[config.mk]
export PLATFORM = sky130hd
export DESIGN_NAME = tlb_walk_seq
export DESIGN_NICKNAME = d
export VERILOG_FILES = /design/src/rtl/tws_pkg.sv /design/src/rtl/tws_classify.sv /design/src/rtl/tws_fsm.sv /design/src/rtl/tws_outdec.sv /design/src/rtl/tlb_walk_seq.sv
export SDC_FILE = /design/constraint.sdc
export NUM_CORES = 1
export LEC_CHECK = 0
export BUFFER_PORTS_ARGS = -buffer_cell sky130_fd_sc_hd__buf_4
export CORE_AREA = 5 5 46 48
export CTS_BUF_LIST = sky130_fd_sc_hd__clkbuf_8 sky130_fd_sc_hd__clkbuf_16
export DETAILED_ROUTE_END_ITERATION = 10
export DIE_AREA = 0 0 51 53
export PLACE_DENSITY = 0.63
export SLEW_MARGIN = 15
export SYNTH_ARGS = -nofsm -noshare
export SYNTH_HDL_FRONTEND = slang
export SYNTH_HIERARCHICAL = 1
export SYNTH_SLANG_ARGS = --single-unit
[constraint.sdc]
create_clock -name clk_i -period 1.79 [get_ports clk_i]
set_clock_uncertainty 0.2 [all_clocks]
set_input_delay 0.358 -clock clk_i [delete_from_list [all_inputs] [get_ports clk_i]]
set_output_delay 0.358 -clock clk_i [all_outputs]
set_load 0.05 [all_outputs]
[src/rtl/tws_pkg.sv]
package tws_pkg;
   typedef enum logic [2:0] {
      S_READY  = 3'd0,
      S_DSTART = 3'd1,
      S_DWAIT  = 3'd2,
      S_ISTART = 3'd3,
      S_IWAIT  = 3'd4,
      S_REPLAY = 3'd5,
      S_MEM    = 3'd6
   } seq_state_e;

   typedef enum logic [2:0] {
      C_IDLE,
      C_MEM,
      C_DWALK,
      C_IWALK,
      C_ILLEGAL
   } miss_class_e;

   localparam logic SIDE_DATA  = 1'b1;
   localparam logic SIDE_INSTR = 1'b0;
endpackage

[src/rtl/tws_classify.sv]
module tws_classify
   import tws_pkg::*;
(
   input  logic        imiss_i,
   input  logic        dmiss_i,
   input  logic        memop_i,
   output miss_class_e cls_o
);
   always_comb begin
      if (dmiss_i && !memop_i)      cls_o = C_ILLEGAL;
      else if (dmiss_i)             cls_o = C_DWALK;
      else if (imiss_i)             cls_o = C_IWALK;
      else if (memop_i)             cls_o = C_MEM;
      else                          cls_o = C_IDLE;
   end
endmodule

[src/rtl/tws_fsm.sv]
module tws_fsm
   import tws_pkg::*;
(
   input  logic        clk_i,
   input  logic        rst_i,
   input  miss_class_e cls_i,
   input  logic        imiss_i,
   input  logic        memop_i,
   input  logic        done_i,
   input  logic        fault_i,
   input  logic        ack_i,
   output seq_state_e  state_o
);
   seq_state_e state_q, state_d;
   logic       pend_i_q, pend_i_d;
   logic       pend_m_q, pend_m_d;

   always_comb begin
      state_d  = state_q;
      pend_i_d = pend_i_q;
      pend_m_d = pend_m_q;
      unique case (state_q)
         S_READY: begin
            unique case (cls_i)
               C_DWALK: begin
                  state_d  = S_DSTART;
                  pend_i_d = imiss_i;
                  pend_m_d = 1'b1;
               end
               C_IWALK: begin
                  state_d  = S_ISTART;
                  pend_i_d = 1'b0;
                  pend_m_d = memop_i;
               end
               C_MEM:   state_d = S_MEM;
               default: state_d = S_READY;
            endcase
         end
         S_DSTART: state_d = S_DWAIT;
         S_DWAIT: begin
            if (done_i) begin
               if (fault_i)       state_d = S_READY;
               else if (pend_i_q) state_d = S_ISTART;
               else               state_d = S_REPLAY;
            end
         end
         S_ISTART: state_d = S_IWAIT;
         S_IWAIT: begin
            if (done_i) state_d = pend_m_q ? S_REPLAY : S_READY;
         end
         S_REPLAY: state_d = S_MEM;
         S_MEM: begin
            if (ack_i) state_d = S_READY;
         end
         default: state_d = S_READY;
      endcase
   end

   always_ff @(posedge clk_i) begin
      if (rst_i) begin
         state_q  <= S_READY;
         pend_i_q <= 1'b0;
         pend_m_q <= 1'b0;
      end else begin
         state_q  <= state_d;
         pend_i_q <= pend_i_d;
         pend_m_q <= pend_m_d;
      end
   end

   assign state_o = state_q;
endmodule

[src/rtl/tws_outdec.sv]
module tws_outdec
   import tws_pkg::*;
(
   input  seq_state_e  state_i,
   input  miss_class_e cls_i,
   input  logic        done_i,
   input  logic        fault_i,
   output logic        stall_o,
   output logic        walk_sel_o,
   output logic        walk_start_o,
   output logic        walk_side_o,
   output logic        itlb_wr_o,
   output logic        dtlb_wr_o,
   output logic        ifault_o,
   output logic        dfault_o,
   output logic        replay_o,
   output logic        abort_o,
   output logic        illegal_o
);
   logic d_end, i_end;

   assign d_end = (state_i == S_DWAIT) && done_i;
   assign i_end = (state_i == S_IWAIT) && done_i;

   assign stall_o      = (state_i != S_READY);
   assign walk_sel_o   = (state_i == S_DSTART) || (state_i == S_DWAIT) ||
                         (state_i == S_ISTART) || (state_i == S_IWAIT);
   assign walk_start_o = (state_i == S_DSTART) || (state_i == S_ISTART);
   assign walk_side_o  = (state_i == S_DSTART) ? SIDE_DATA : SIDE_INSTR;
   assign dtlb_wr_o    = d_end && !fault_i;
   assign dfault_o     = d_end && fault_i;
   assign abort_o      = d_end && fault_i;
   assign itlb_wr_o    = i_end && !fault_i;
   assign ifault_o     = i_end && fault_i;
   assign replay_o     = (state_i == S_REPLAY);
   assign illegal_o    = (state_i == S_READY) && (cls_i == C_ILLEGAL);
endmodule

[src/rtl/tlb_walk_seq.sv]
module tlb_walk_seq
   import tws_pkg::*;
(
   input  logic clk_i,
   input  logic rst_i,
   input  logic itlb_miss_i,
   input  logic dtlb_miss_i,
   input  logic memop_i,
   input  logic walk_done_i,
   input  logic walk_fault_i,
   input  logic cache_ack_i,
   output logic stall_o,
   output logic walk_sel_o,
   output logic walk_start_o,
   output logic walk_side_o,
   output logic itlb_wr_o,
   output logic dtlb_wr_o,
   output logic ifault_o,
   output logic dfault_o,
   output logic replay_o,
   output logic abort_o,
   output logic illegal_o
);
   miss_class_e cls;
   seq_state_e  state;

   tws_classify u_cls (
      .imiss_i (itlb_miss_i),
      .dmiss_i (dtlb_miss_i),
      .memop_i (memop_i),
      .cls_o   (cls)
   );

   tws_fsm u_fsm (
      .clk_i   (clk_i),
      .rst_i   (rst_i),
      .cls_i   (cls),
      .imiss_i (itlb_miss_i),
      .memop_i (memop_i),
      .done_i  (walk_done_i),
      .fault_i (walk_fault_i),
      .ack_i   (cache_ack_i),
      .state_o (state)
   );

   tws_outdec u_dec (
      .state_i      (state),
      .cls_i        (cls),
      .done_i       (walk_done_i),
      .fault_i      (walk_fault_i),
      .stall_o      (stall_o),
      .walk_sel_o   (walk_sel_o),
      .walk_start_o (walk_start_o),
      .walk_side_o  (walk_side_o),
      .itlb_wr_o    (itlb_wr_o),
      .dtlb_wr_o    (dtlb_wr_o),
      .ifault_o     (ifault_o),
      .dfault_o     (dfault_o),
      .replay_o     (replay_o),
      .abort_o      (abort_o),
      .illegal_o    (illegal_o)
   );
endmodule

==> Word level (Yosys, flattened, before mapping) <==
Index checks and enable logic that the tools add are counted.
{ "op_classes": {"reduce_logical": 19, "mux": 15, "eq_ne": 13} }
{ "ops": {"columns": ["cell", "n"], "rows": [
  ["$mux 3", 9],
  ["$pmux 3 s7", 1],
  ["$eq 3x2->1 const B", 4],
  ["$eq 3x3->1 const B", 4],
  ["$pmux 3 s3", 1],
  ["$logic_and 1x1->1", 8],
  ["$eq 3x1->1 const B", 2],
  ["$ne 2x2->1 const B", 3],
  ["$logic_or 1x1->1", 4],
  ["$pmux 1 s2", 2],
  ["$logic_not 3->1", 1],
  ["$reduce_and 3->1", 1],
  ["$reduce_bool 3->1", 1],
  ["$logic_not 1->1", 2],
  ["$mux 1", 2],
  ["$reduce_and 2->1", 1],
  ["$reduce_bool 2->1", 1]
]} }
{ "word_totals": {"wordCells": 50, "regBits": 5, "in_bits": 8, "output_inout_bits": 11} }

==> Longest topological paths before layout <==
{ "depth": {"ltp_word": 7, "ltp_mapped": 5, "mapped_depth_nobuf": 5} }

==> Cells and area by module <==
Netlist, hierarchy kept.
{ "modules_own_cells": {"columns": ["mod", "seq_area_each_um2", "instances", "cells_per_inst", "area_per_inst_um2"], "rows": [
  ["tws_fsm", 100.1, 1, 36, 327.8],
  ["tws_outdec", 0.0, 1, 14, 111.4],
  ["tws_classify", 0.0, 1, 3, 31.3]
]} }

==> Worst setup path before layout <==
OpenSTA, ideal clock, no wires.
{ "synth_path": {"path_kind": "register to output", "start": "register u_fsm.state_q[2], in the netlist u_fsm/state_o[2]", "end": "output illegal_o", "path_slack_ns": -0.657, "n_path_buf": 0, "arrival_time_ns": 1.889, "t_required_ns": 1.232, "path_stages_with_launch": 3, "cell_sequence": "dfxtp_1 or3_4 nor4b_2"} }
{ "synth_via": {"elab_chain_cells": 2} }
{ "synth_lines": {"columns": ["item", "line_no", "source"], "rows": [
  ["start, declared", "tws_fsm.sv:14", "seq_state_e state_q, state_d;"],
  ["start signal, assigned", "tws_fsm.sv:65", "state_q <= state_d;"],
  ["$logic_not 3->1", "tws_outdec.sv:36", "assign illegal_o = (state_i == S_READY) && (cls_i == C_ILLEGAL);"],
  ["$logic_and 1x1->1", "tws_outdec.sv:36", null],
  ["end, declared", "tlb_walk_seq.sv:22", "output logic illegal_o"]
]} }
Every way passes these cells.

==> Worst setup path in the final report <==
{ "layout_path": {"start": "register u_fsm.state_q[0], in the netlist u_fsm/state_o[0]", "end": "output illegal_o"} }
The elaborated chain is that of the path after synthesis.

==> out/results.ini <==
[place]
portBuffers = 18
place_area_um2 = 677
dp.cells = 91
pre_cts_ws_ns = -0.0242
dpl.hpwl_um = 920
gp_congestion = 0.710

[critical_path]
cp_cell_sequence = or3_4 > nor4b_4 > buf_6
reg2reg_to = u_fsm/pend_i_q$_SDFFE_PP0P_
crit-reg2reg-launch = u_fsm/state_o[1]$_SDFFE_PP0P_
critical_path_required_ns = 1.23
max_stage_delay_ns = 0.40
regToRegSetupSlack_ns = 0.05
worst_setup_path_end_kind = primary output
criticalPathCategory = reg2out
slowest_stage = or3_4
critPathLaunch = u_fsm/state_o[0]$_SDFFE_PP0P_
path_buf_inv = 1
crit_family = simple AND/OR/NAND/NOR gates
cp.arrival_ns = 1.39
crit_fanout = 2
rr_worst_depth = 6
start_kind = flop
cp.depth = 3

[floorplan]
coreArea_mm2 = 0.00167
die_h_um = 53
die_area_mm2 = 0.00270
initial_core_util_pct = 28.2
rows = 15
ios = 19
die_w_um = 51

[global_route]
met2_usage_pct = 15.2
grt_use_met1_pct = 12.7
use_met3_pct = 3.38
grt-ovfl-total = 0
grt_use_total_pct = 9.59
grt_first_pass_wirelength_um = 1970
antenna_found_initial = 0
grt_max_degree = 14
busiest_layer = met2
grt_pass1_vias = 440

[synth]
synth_area_leader_cell = dfxtp_1
synth_top_flop_cell = dfxtp_1
syn_area_per_cell_um2 = 8.88
synthMuxAreaShare_pct = 7.45
yosysWarnings = 6
yosys.area.top_type_share_pct = 21.3
ys_ff_latch = 5
yosysSeqAreaShare_pct = 21.3
synth_compound_area_share_pct = 17.8
synth_edf_count = 0
synth_most_common_cell = nor2_1
syn_nets = 61
synth_top_family_by_area = simple AND/OR/NAND/NOR gates
synth_xor_area_share_pct = 1.86
synth.distinct_cells = 33
synth_area_um2 = 470
synth-simple-area-share_pct = 43.9
synthArstFlopShare_pct = 0
synth_adder_area_share_pct = 2.13
synthTopCellsByArea = dfxtp_1 (21%), nor2_1 (6.4%), a32o_1 (4.3%)
syn_inst = 53
yosys-top-cells-count = nor2_1 (8), dfxtp_1 (5), nor2b_1 (3)

[route]
finalWirelength_um = 1200
drtIter0Drc = 8
vias = 490
routedWlPerCell_um = 12.3
via_per_inst = 5.05
firstDrtPassIters = 4
drc_errors = 0
ant_nets = 0

[final_layout]
fin_area_um2 = 802
antenna_cells = 0
final_util_pct = 48.0
layout-drive-gt1-share_pct = 55.0
instances_no_fill = 97
syn_to_final_growth_pct = 70.5
fin_nets = 89

[hold_path]
hp-start = rst_i
hold_end = u_fsm/pend_i_q$_SDFFE_PP0P_
hold_depth = 2
hp-class = in2reg

[power]
combPwrFrac_pct = 64.5
p_sw_share_pct = 43.9
p_sw_mw = 0.440
p_seq_share_pct = 15.5
power.density_mw_per_mm2 = 1250
p_clk_share_pct = 20.1
vdd_drop_max_mv = 0.767
p_int_mw = 0.561
p_leak_nw = 0.340

[timing]
setup_viol = 4
slew_headroom_pct = 80.3
maxSlewViolCount = 0
fin_crit_sh_pct = 109
rsz0062_at_grt = yes
finalCriticalPeriod_ns = 1.95
hold_violations = 0
tightest_slew_ns = 0.294
fmax_mhz = 512
setup_ws_ns = -0.162

[clock_tree]
clock_sinks = 5
clkSlewWorstSetupHoldPaths_ns = 0.04
postCtsHoldBufs = 0
htreeDepth = 1
clk-insertion-delay-late_ns = 0.22
numCtsBuffers = 3
cts_root_buffer = clkbuf_8
clock_path_buffers = 2
cts_tree = built

[job]
drv_cap = 0

[status]
violations = negative setup slack
status = finished with violations

metal layers:
| metal | vias to the layer above | routed length, µm |
|---|---|---|
| li1 | 251 | - |
| met2 | 10 | 600 |
| met1 | 229 | 549 |
| met4 | 0 | 0 |
| met3 | 0 | 46 |
| met5 | - | 0 |
cell type report:
type | instances | area (µm²)
fill | 170 | 868
multi-input combinational | 44 | 399
timing repair buffer | 25 | 223
sequential | 5 | 106
clock buffer | 3 | 41.3
tap | 17 | 21.3
inverter | 2 | 7.51
clock inverter | 1 | 3.75
what timing repair did:
item	CTS	global route
setup buffers	0	1
endpoints found under the hold margin	0	0
resized for setup	9	6
endpoints found under the setup margin	7	8
cloned	0	1
pin swaps	3	4
worst max-delay path by stage:
stage                           end
after global placement    illegal_o
final                     illegal_o
after global routing      illegal_o
after CTS                 illegal_o
after floorplan           illegal_o
after detailed placement  illegal_o
cells in the final DEF (no fill, tap or decap), drive strengths merged:
| cell type | instances |
|---|---|
| a211oi | 1 |
| a21oi | 1 |
| a2bb2oi | 2 |
| a32o | 2 |
| and2 | 1 |
| and3b | 1 |
| and4 | 2 |
| buf | 25 |
| clkbuf | 3 |
| dfxtp | 5 |
| inv | 3 |
| maj3 | 1 |
| mux2 | 1 |
| mux2i | 2 |
| nand2 | 2 |
| nand2b | 2 |
| nand3 | 1 |
| nand3b | 1 |
| nand4b | 1 |
| nand4bb | 1 |
| nor2 | 8 |
| nor2b | 4 |
| nor3 | 1 |
| nor3b | 1 |
| nor4b | 1 |
| o21ai | 1 |
| o21ba | 1 |
| o21bai | 1 |
| o31ai | 1 |
| or3 | 1 |
| or3b | 1 |
| xnor2 | 1 |
metrics by stage:
stage | TNS [ns] | hold slack, ns | power [mW]
floorplan | -0.554 | 0.220 | 0.588
global placement | -0.0187 | 0.270 | 0.736
detailed placement | -0.0242 | 0.280 | 0.740
CTS | -0.263 | 0.118 | 0.980
global route | -0.463 | 0.125 | 1.06
finish | -0.233 | 0.122 | 1.00
power groups by stage:
stage                     clock network (mW)  registers [mW]  logic [mW]
after global placement                     0           0.152       0.584
after detailed placement                   0           0.153       0.587
final                                  0.201           0.155       0.645
after global routing                   0.217           0.158       0.686
after floorplan                            0           0.184       0.404
after CTS                              0.207           0.151       0.622
flip-flops by register name, summed over array words and instances, names as in the netlist:
signal,cells
u_fsm/pend_i_q,1
u_fsm/state_o,3
u_fsm/pend_m_q,1
logic make-up after synthesis:
logic type | after synthesis
AOI/OAI and AO/OA | 10
and+or+nand+nor | 29
DFF | 5
xor gates and xnor gates | 1
buffers and inverters | 4
adders and majority gates | 1
muxes | 3
Note: power is estimated with default switching activity, not from simulation.
